**config.mk**
```make
export PLATFORM = sky130hd
export DESIGN_NAME = icode_cache
export DESIGN_NICKNAME = d
export VERILOG_FILES = /design/src/rtl/icc_pkg.sv /design/src/rtl/icc_line_store.sv /design/src/rtl/icc_miss_fsm.sv /design/src/rtl/icc_sat_counter.sv /design/src/rtl/icc_cfg_regs.sv /design/src/rtl/icode_cache.sv
export SDC_FILE = /design/constraint.sdc
export NUM_CORES = 2
export LEC_CHECK = 0
export BUFFER_PORTS_ARGS = -buffer_cell sky130_fd_sc_hd__clkbuf_2
export CAP_MARGIN = 15
export CELL_PAD_IN_SITES_DETAIL_PLACEMENT = 1
export CELL_PAD_IN_SITES_GLOBAL_PLACEMENT = 1
export CORE_ASPECT_RATIO = 0.7
export CORE_MARGIN = 5
export CORE_UTILIZATION = 52
export CTS_CLUSTER_DIAMETER = 80
export DETAILED_ROUTE_END_ITERATION = 10
export PLACE_DENSITY_LB_ADDON = 0.1
export SLEW_MARGIN = 20
export SYNTH_ARGS = -nofsm -noshare
export SYNTH_HDL_FRONTEND = slang
export SYNTH_SLANG_ARGS = --single-unit
```
**constraint.sdc**
```tcl
create_clock -name clk -period 4.1 [get_ports clk]
set_input_delay 0.41 -clock clk [delete_from_list [all_inputs] [get_ports clk]]
set_output_delay 0.41 -clock clk [all_outputs]
set_load 0.005 [all_outputs]
```
**src/rtl/icc_pkg.sv**
```systemverilog
package icc_pkg;
   localparam logic [11:0] OFS_CFG    = 12'h540;
   localparam logic [11:0] OFS_HITS   = 12'h548;
   localparam logic [11:0] OFS_MISSES = 12'h54C;
   localparam int          CFG_EN_BIT   = 0;
   localparam int          CFG_PROF_BIT = 8;

   typedef enum logic {
      ST_IDLE = 1'b0,
      ST_WAIT = 1'b1
   } icc_state_e;
endpackage

```
**src/rtl/icc_line_store.sv**
```systemverilog
module icc_line_store #(
   parameter int ADDR_W = 32,
   parameter int DATA_W = 32,
   parameter int LINES  = 16
) (
   input  logic              clk,
   input  logic              rst_n,
   input  logic              enable,
   input  logic [ADDR_W-1:0] lk_addr,
   output logic              hit,
   output logic [DATA_W-1:0] hit_data,
   input  logic              fill,
   input  logic [DATA_W-1:0] fill_data
);
   localparam int IDX_W = $clog2(LINES);
   localparam int TAG_W = ADDR_W - IDX_W - 2;

   if (LINES < 2 || (LINES & (LINES - 1)) != 0) begin : g_bad_lines
      $error("LINES must be a power of two of at least 2");
   end
   if (TAG_W < 1) begin : g_bad_addr
      $error("ADDR_W too small for LINES");
   end

   logic [IDX_W-1:0] idx;
   logic [TAG_W-1:0] tag;
   assign idx = lk_addr[IDX_W+1:2];
   assign tag = lk_addr[ADDR_W-1:IDX_W+2];

   logic              valid_q [LINES];
   logic [TAG_W-1:0]  tag_q   [LINES];
   logic [DATA_W-1:0] data_q  [LINES];
   logic [LINES-1:0]  valid_vec;
   logic [LINES-1:0]  fill_sel;

   for (genvar g = 0; g < LINES; g++) begin : g_line
      assign fill_sel[g] = fill && (idx == IDX_W'(g));
      always_ff @(posedge clk or negedge rst_n) begin
         if (!rst_n) begin
            valid_q[g] <= 1'b0;
            tag_q[g]   <= '0;
            data_q[g]  <= '0;
         end else if (!enable) begin
            valid_q[g] <= 1'b0;
         end else if (fill_sel[g]) begin
            valid_q[g] <= 1'b1;
            tag_q[g]   <= tag;
            data_q[g]  <= fill_data;
         end
      end
      assign valid_vec[g] = valid_q[g];
   end

   assign hit      = valid_q[idx] && (tag_q[idx] == tag);
   assign hit_data = data_q[idx];

   AST_DISABLED_EMPTY: assert property (@(posedge clk) disable iff (!rst_n)
      !enable |=> (valid_vec == '0));
   AST_ONE_LINE_FILLED: assert property (@(posedge clk) disable iff (!rst_n)
      $onehot0(fill_sel));
   AST_FILL_THEN_HIT: assert property (@(posedge clk) disable iff (!rst_n)
      (fill && enable) |=> (valid_vec[$past(idx)] == 1'b1));
endmodule

```
**src/rtl/icc_miss_fsm.sv**
```systemverilog
module icc_miss_fsm
   import icc_pkg::*;
#(
   parameter int DATA_W = 32,
   parameter int WS_W   = 4
) (
   input  logic              clk,
   input  logic              rst_n,
   input  logic              enable,
   input  logic              fetch_req,
   input  logic [WS_W-1:0]   wait_states,
   input  logic              hit,
   input  logic [DATA_W-1:0] hit_data,
   input  logic [DATA_W-1:0] flash_rdata,
   output logic              fetch_rdy,
   output logic [DATA_W-1:0] fetch_data,
   output logic              flash_rd,
   output logic              fill,
   output logic              hit_evt,
   output logic              miss_evt
);
   if (WS_W < 1 || WS_W > 16) begin : g_bad_ws
      $error("WS_W out of range");
   end

   icc_state_e      st_q, st_d;
   logic [WS_W-1:0] cnt_q, cnt_d;
   logic            served;

   assign served = enable && hit;

   always_comb begin
      st_d       = st_q;
      cnt_d      = cnt_q;
      fetch_rdy  = 1'b0;
      fetch_data = hit_data;
      flash_rd   = 1'b0;
      fill       = 1'b0;
      hit_evt    = 1'b0;
      miss_evt   = 1'b0;
      unique case (st_q)
         ST_IDLE: begin
            if (fetch_req) begin
               if (served) begin
                  fetch_rdy = 1'b1;
                  hit_evt   = 1'b1;
               end else begin
                  flash_rd = 1'b1;
                  miss_evt = enable;
                  st_d     = ST_WAIT;
                  cnt_d    = wait_states;
               end
            end
         end
         ST_WAIT: begin
            flash_rd = 1'b1;
            if (cnt_q == '0) begin
               fetch_rdy  = 1'b1;
               fetch_data = flash_rdata;
               fill       = enable;
               st_d       = ST_IDLE;
            end else begin
               cnt_d = cnt_q - 1'b1;
            end
         end
         default: st_d = ST_IDLE;
      endcase
   end

   always_ff @(posedge clk or negedge rst_n) begin
      if (!rst_n) begin
         st_q  <= ST_IDLE;
         cnt_q <= '0;
      end else begin
         st_q  <= st_d;
         cnt_q <= cnt_d;
      end
   end

   AST_HIT_ZERO_WAIT: assert property (@(posedge clk) disable iff (!rst_n)
      (st_q == ST_IDLE && fetch_req && enable && hit) |-> (fetch_rdy && !flash_rd));
   AST_MISS_TO_FLASH: assert property (@(posedge clk) disable iff (!rst_n)
      (st_q == ST_IDLE && fetch_req && !(enable && hit)) |=> (st_q == ST_WAIT && flash_rd));
   AST_WAIT_COUNTDOWN: assert property (@(posedge clk) disable iff (!rst_n)
      (st_q == ST_WAIT && cnt_q != '0) |=> (st_q == ST_WAIT && cnt_q == $past(cnt_q) - 1'b1));
   AST_NO_FILL_DISABLED: assert property (@(posedge clk) disable iff (!rst_n)
      !enable |-> !fill);
   AST_EVT_EXCLUSIVE: assert property (@(posedge clk) disable iff (!rst_n)
      !(hit_evt && miss_evt));
endmodule

```
**src/rtl/icc_sat_counter.sv**
```systemverilog
module icc_sat_counter #(
   parameter int W = 32
) (
   input  logic         clk,
   input  logic         rst_n,
   input  logic         clr,
   input  logic         inc,
   output logic [W-1:0] value
);
   if (W < 2 || W > 32) begin : g_bad_w
      $error("counter width out of range");
   end

   localparam logic [W-1:0] TOP = {W{1'b1}};

   always_ff @(posedge clk or negedge rst_n) begin
      if (!rst_n)                    value <= '0;
      else if (clr)                  value <= '0;
      else if (inc && value != TOP)  value <= value + 1'b1;
   end

   AST_NO_OVERFLOW: assert property (@(posedge clk) disable iff (!rst_n)
      (value == TOP && !clr) |=> (value == TOP));
   AST_STEP_ONE: assert property (@(posedge clk) disable iff (!rst_n)
      !clr |=> (value == $past(value) || value == $past(value) + 1'b1));
   AST_CLEAR_ZERO: assert property (@(posedge clk) disable iff (!rst_n)
      clr |=> (value == '0));
endmodule

```
**src/rtl/icc_cfg_regs.sv**
```systemverilog
module icc_cfg_regs
   import icc_pkg::*;
#(
   parameter int CNT_W = 32
) (
   input  logic             clk,
   input  logic             rst_n,
   input  logic             reg_we,
   input  logic [11:0]      reg_addr,
   input  logic [31:0]      reg_wdata,
   output logic [31:0]      reg_rdata,
   input  logic [CNT_W-1:0] hits,
   input  logic [CNT_W-1:0] misses,
   output logic             cache_en,
   output logic             prof_en,
   output logic             clr_hits,
   output logic             clr_misses
);
   logic [31:0] hits_ext, misses_ext, cfg_word;

   always_ff @(posedge clk or negedge rst_n) begin
      if (!rst_n) begin
         cache_en <= 1'b0;
         prof_en  <= 1'b0;
      end else if (reg_we && reg_addr == OFS_CFG) begin
         cache_en <= reg_wdata[CFG_EN_BIT];
         prof_en  <= reg_wdata[CFG_PROF_BIT];
      end
   end

   assign clr_hits   = reg_we && (reg_addr == OFS_HITS);
   assign clr_misses = reg_we && (reg_addr == OFS_MISSES);

   always_comb begin
      hits_ext   = '0;
      misses_ext = '0;
      cfg_word   = '0;
      hits_ext[CNT_W-1:0]    = hits;
      misses_ext[CNT_W-1:0]  = misses;
      cfg_word[CFG_EN_BIT]   = cache_en;
      cfg_word[CFG_PROF_BIT] = prof_en;
      unique case (reg_addr)
         OFS_CFG:    reg_rdata = cfg_word;
         OFS_HITS:   reg_rdata = hits_ext;
         OFS_MISSES: reg_rdata = misses_ext;
         default:    reg_rdata = '0;
      endcase
   end

   AST_CFG_WRITE: assert property (@(posedge clk) disable iff (!rst_n)
      (reg_we && reg_addr == OFS_CFG) |=>
      (cache_en == $past(reg_wdata[CFG_EN_BIT]) && prof_en == $past(reg_wdata[CFG_PROF_BIT])));
endmodule

```
**src/rtl/icode_cache.sv**
```systemverilog
module icode_cache
   import icc_pkg::*;
#(
   parameter int ADDR_W = 32,
   parameter int DATA_W = 32,
   parameter int LINES  = 16,
   parameter int WS_W   = 4,
   parameter int CNT_W  = 32
) (
   input  logic              clk,
   input  logic              rst_n,
   input  logic              fetch_req,
   input  logic [ADDR_W-1:0] fetch_addr,
   output logic              fetch_rdy,
   output logic [DATA_W-1:0] fetch_data,
   input  logic [WS_W-1:0]   wait_states,
   output logic              flash_rd,
   output logic [ADDR_W-1:0] flash_addr,
   input  logic [DATA_W-1:0] flash_rdata,
   input  logic              reg_we,
   input  logic [11:0]       reg_addr,
   input  logic [31:0]       reg_wdata,
   output logic [31:0]       reg_rdata
);
   logic              cache_en, prof_en, clr_hits, clr_misses;
   logic              hit, fill, hit_evt, miss_evt;
   logic [DATA_W-1:0] hit_data;
   logic [CNT_W-1:0]  hits, misses;

   assign flash_addr = fetch_addr;

   icc_line_store #(.ADDR_W(ADDR_W), .DATA_W(DATA_W), .LINES(LINES)) u_store (
      .clk(clk), .rst_n(rst_n), .enable(cache_en), .lk_addr(fetch_addr),
      .hit(hit), .hit_data(hit_data), .fill(fill), .fill_data(flash_rdata)
   );

   icc_miss_fsm #(.DATA_W(DATA_W), .WS_W(WS_W)) u_fsm (
      .clk(clk), .rst_n(rst_n), .enable(cache_en), .fetch_req(fetch_req),
      .wait_states(wait_states), .hit(hit), .hit_data(hit_data),
      .flash_rdata(flash_rdata), .fetch_rdy(fetch_rdy), .fetch_data(fetch_data),
      .flash_rd(flash_rd), .fill(fill), .hit_evt(hit_evt), .miss_evt(miss_evt)
   );

   icc_sat_counter #(.W(CNT_W)) u_hits (
      .clk(clk), .rst_n(rst_n), .clr(clr_hits), .inc(prof_en && hit_evt), .value(hits)
   );

   icc_sat_counter #(.W(CNT_W)) u_misses (
      .clk(clk), .rst_n(rst_n), .clr(clr_misses), .inc(prof_en && miss_evt), .value(misses)
   );

   icc_cfg_regs #(.CNT_W(CNT_W)) u_regs (
      .clk(clk), .rst_n(rst_n), .reg_we(reg_we), .reg_addr(reg_addr),
      .reg_wdata(reg_wdata), .reg_rdata(reg_rdata), .hits(hits), .misses(misses),
      .cache_en(cache_en), .prof_en(prof_en), .clr_hits(clr_hits), .clr_misses(clr_misses)
   );

   AST_PROF_OFF_HOLD: assert property (@(posedge clk) disable iff (!rst_n)
      (!prof_en && !clr_hits && !clr_misses) |=> ($stable(hits) && $stable(misses)));
   AST_OFF_NO_COUNT: assert property (@(posedge clk) disable iff (!rst_n)
      (!cache_en && !clr_hits && !clr_misses) |=> ($stable(hits) && $stable(misses)));
   AST_RDY_NEEDS_REQ: assert property (@(posedge clk) disable iff (!rst_n)
      (fetch_rdy && !flash_rd) |-> fetch_req);
endmodule

```
==> results.md <==
* Htree depth at 3
* GP Congestion at ~0.87
* Share of cells above drive strength 1 at 46.9%
* Hold Crit Depth at 3
* F_max at around 0.24 GHz
* Placed Cells incl. Taps at 4738
* # rows at 93
* Worst-path clk slew at 70 ps
* Final Cell Area at approximately 0.055 mm²
* Vias in the first global route at 33713
* FF-to-FF End: u_hits.value[18]
* Min cycle time layout at a little over 4000 ps
* Sum of negative setup slack at 0 ps
* Post-synth EDFFs at 0
* Fin Clk Skew at 26.0 ps
* Largest net degree at the start of global routing at 117
* Detail-routed via count per cell at a little over 6
* FF+latch area at approximately 0.025 mm²
* Worst Setup SP: u_store.tag_q[133]
* Fin crit share at 99.6%
* Drt first pass iters at 5
* Area of the multi-input gates at 0.0212 mm²
* Simple-Gate Fraction of Synth Area at 5.08%
* Register-to-register setup slack at 110 ps
* Non-filler cells, final at 4931
* Synth Area in Adders at less than 1%
* Reg2reg path depth at 13
* Synth Area in XOR/XNOR at less than 1%
* CTS tree: done
* Clock Path Buffers at 3
* Syn Inst Count at 3437
* Layout fillers at 8682
* Sequential share of the synthesized area at between 50% and 60%
* Worst Setup Start Kind: register
* Residual DRC count at 0
* CP Capture Type: output pin
* Die W at 373 µm
* Kind of critical path: reg -> out
* Clock Tree Root: clkbuf_16
* Unrepaired setup endpoints after global routing: true
* Final wirelength at 139 mm
* Maximum vdd drop at between 200 and 300 µV
* Post-synth cell types at 60
* First-pass GRT wire length at between 200 and 250 mm
* Die ar. at between 0.09 and 0.1 mm²
* Commonest cells after routing, fill and taps aside: 1015 x dfrtp_1, 873 x mux2_2, 253 x nand2_1, 240 x mux4_2, 181 x buf_4
* Die H at 264 µm
* Most common cell after layout, fill and taps aside: dfrtp_1
* DP Area at 0.0510 mm²
* Wirelength per Cell at 28.1 µm
* Pwr dens at just under 400 mW/mm²
* Total track usage at between 20% and 30%
* Number of synthesized register bits at 1015
* Multiplexer share of the synthesized area at 34.4%
* Initial core utilization at 52.2%
* Clk_lat worst skew at 690 ps
* Final Max Slew Viols at 0
* Nets at 3731
* CP arrival at 3670 ps
* Final setup fails at 0
* P_leak at 26.9 nW
* Dominant synthesized flop cell: dfrtp_1
* Syn Nets at 3556
* Area fraction in compound gates after synthesis at between 3 and 4%
* Synth-to-layout area growth at 14.4%
* Rel. slew slack at 35.3%
* Worst reg2reg path startpoint: u_store.tag_q[133]
* Initial antenna violation count at 1
* Clk sink count at approximately 1000
* Via Count at 30479
* Worst-margin pin slew at between 900 and 1000 ps
* Max_cap viols at 0
* Core area at 0.0917 mm²
* Syn Area/Cell at 13.9 µm²
* IO Count at between 200 and 250
* Critical Path RT at 3690 ps
* Remaining antenna violation count at 0
* HPWL after detailed placement at 86.3 mm
* Status: finished, final reports clean
* Largest family of logic cells by synthesized area: multiplexers
* Total grt overflow at 0
* IO Port Bufs at 179
* HP Class: in -> reg
* Post-synthesis async set-or-reset flop share at 100%
* Yosys Warn Count at 0
* Worst Path Max Fanout at 3
* 1st-iter DRT viols at 2280
* Post-Syn Area at 0.0479 mm²
* Final hold violations at 0
* Crit path to: fetch_rdy
* CTS Buf Count at 100
[metal layers]
metal  global-route usage (%)  wire [µm]  part of all wire (%)  up-vias
met3                     5.46       6680                   4.8      196
met5                        0          0                     0        -
met2                     44.9      65600                    47      674
li1                         -          -                     -    12870
met1                     41.0      63300                    46    16739
met4                     6.36       3170                   2.3        0
[Yosys cell counts (all sizes together), types with 4 or more instances]
master   number  share of area [%]
nand2b       16               0.21
a31o          7               0.13
or2           4              0.052
dfrtp      1015                 53
or3          16               0.21
a22oi        13               0.20
o31ai         5              0.078
and2          5              0.065
clkbuf      189                1.5
a31oi         6              0.078
a21o         11               0.17
a21oi        33               0.34
mux2i       123                2.6
inv          33               0.26
mux2        874                 21
nor2         92               0.72
or4          11               0.17
mux4        240                 11
nor3         30               0.31
nand4        17               0.22
o211ai       11               0.17
a22o         11               0.20
buf         134                1.5
o22ai         9               0.12
nor4          7              0.091
a211oi        6              0.094
nand3        33               0.34
xnor2        34               0.62
and3         22               0.29
a221oi        6               0.12
xor2         18               0.33
nand2       260                2.0
o21ai        97                1.0
nor2b         7              0.091
and4          5              0.091
o2111ai       6               0.11
[worst min path at each step]
stage,from,end
detailed placement,u_store.valid_q[7],u_store.valid_q[7]
CTS,fetch_req,u_fsm.st_q
global route,fetch_req,u_fsm.st_q
finish,fetch_req,u_fsm.st_q
floorplan,rst_n,u_fsm.cnt_q[0]
global placement,u_store.valid_q[8],u_store.valid_q[8]
[flip-flops by register name (all words and copies together) (netlist names)]
register / flops
u_fsm.st_q: 1
u_regs.prof_en: 1
u_regs.cache_en: 1
u_store.data_q: 512
u_store.tag_q: 416
u_misses.value: 32
u_store.valid_q: 16
u_hits.value: 32
u_fsm.cnt_q: 4
[repair_timing]
| action | 4_1_cts | 5_1_grt |
|---|---|---|
| pin swaps | 7 | 9 |
| gates resized for setup | 14 | 18 |
| setup buffers | 1 | 2 |
| endpoints found under the setup margin | 7 | 23 |
| hold buffers | 5 | 0 |
| hold endpoints to repair | 81 | 0 |
[where the power goes]
part,switching [mW],leakage (nW),internal [mW],total (mW)
Combinational,1.13,11.1,0.590,1.72
Sequential,0.0711,14.1,10.1,10.2
Clock,4.05,1.74,5.73,9.78
Total,5.24,26.9,16.4,21.7
[final cells by class]
class                   instances  share of cell area (%)
multi-input cells            2066                    38.8
clock buffers                 135                    5.24
well taps                    1235                    2.82
flip-flops and latches       1015                    46.4
diodes                          1                 0.00457
clock inverters                50                    1.14
repair buffers                396                    5.43
inverters                      33                   0.231
[kinds of logic (layout without fill, tap and decap cells)]
logic type / count (synthesis) / after routing
buf+inv: 356 / 614
other cells: 0 / 1
compound gates: 239 / 239
mux: 1237 / 1237
fa+ha+maj: 3 / 3
xor+xnor: 52 / 52
flops: 1015 / 1015
simple gates: 535 / 535
[per-stage QoR]
| stage | worst slack [ps] | util, % | hold slack (ps) | power (mW) |
|---|---|---|---|---|
| after CTS | 4.31 | 59.6 | 25.5 | 21.9 |
| after global placement | -512 | 55.7 | 456 | 12.0 |
| after detailed placement | -523 | 55.7 | 468 | 12.1 |
| final | 17.7 | 59.7 | 67.0 | 21.7 |
| after global routing | -109 | 59.7 | 74.5 | 22.5 |
| after floorplan | 242 | - | 114 | 11.2 |
[worst max-delay path, stage by stage, from the launching register on]
cell	delay [ps]
dfrtp_1	400
mux4_2	480
mux2_4	280
o2111a_1	240
a211oi_2	180
o2111a_2	320
o2111ai_4	170
nor4_4	330
buf_4	190
and2_4	150
a21o_1	130
clkbuf_2	120
Power figures use the tool's default switching activity.
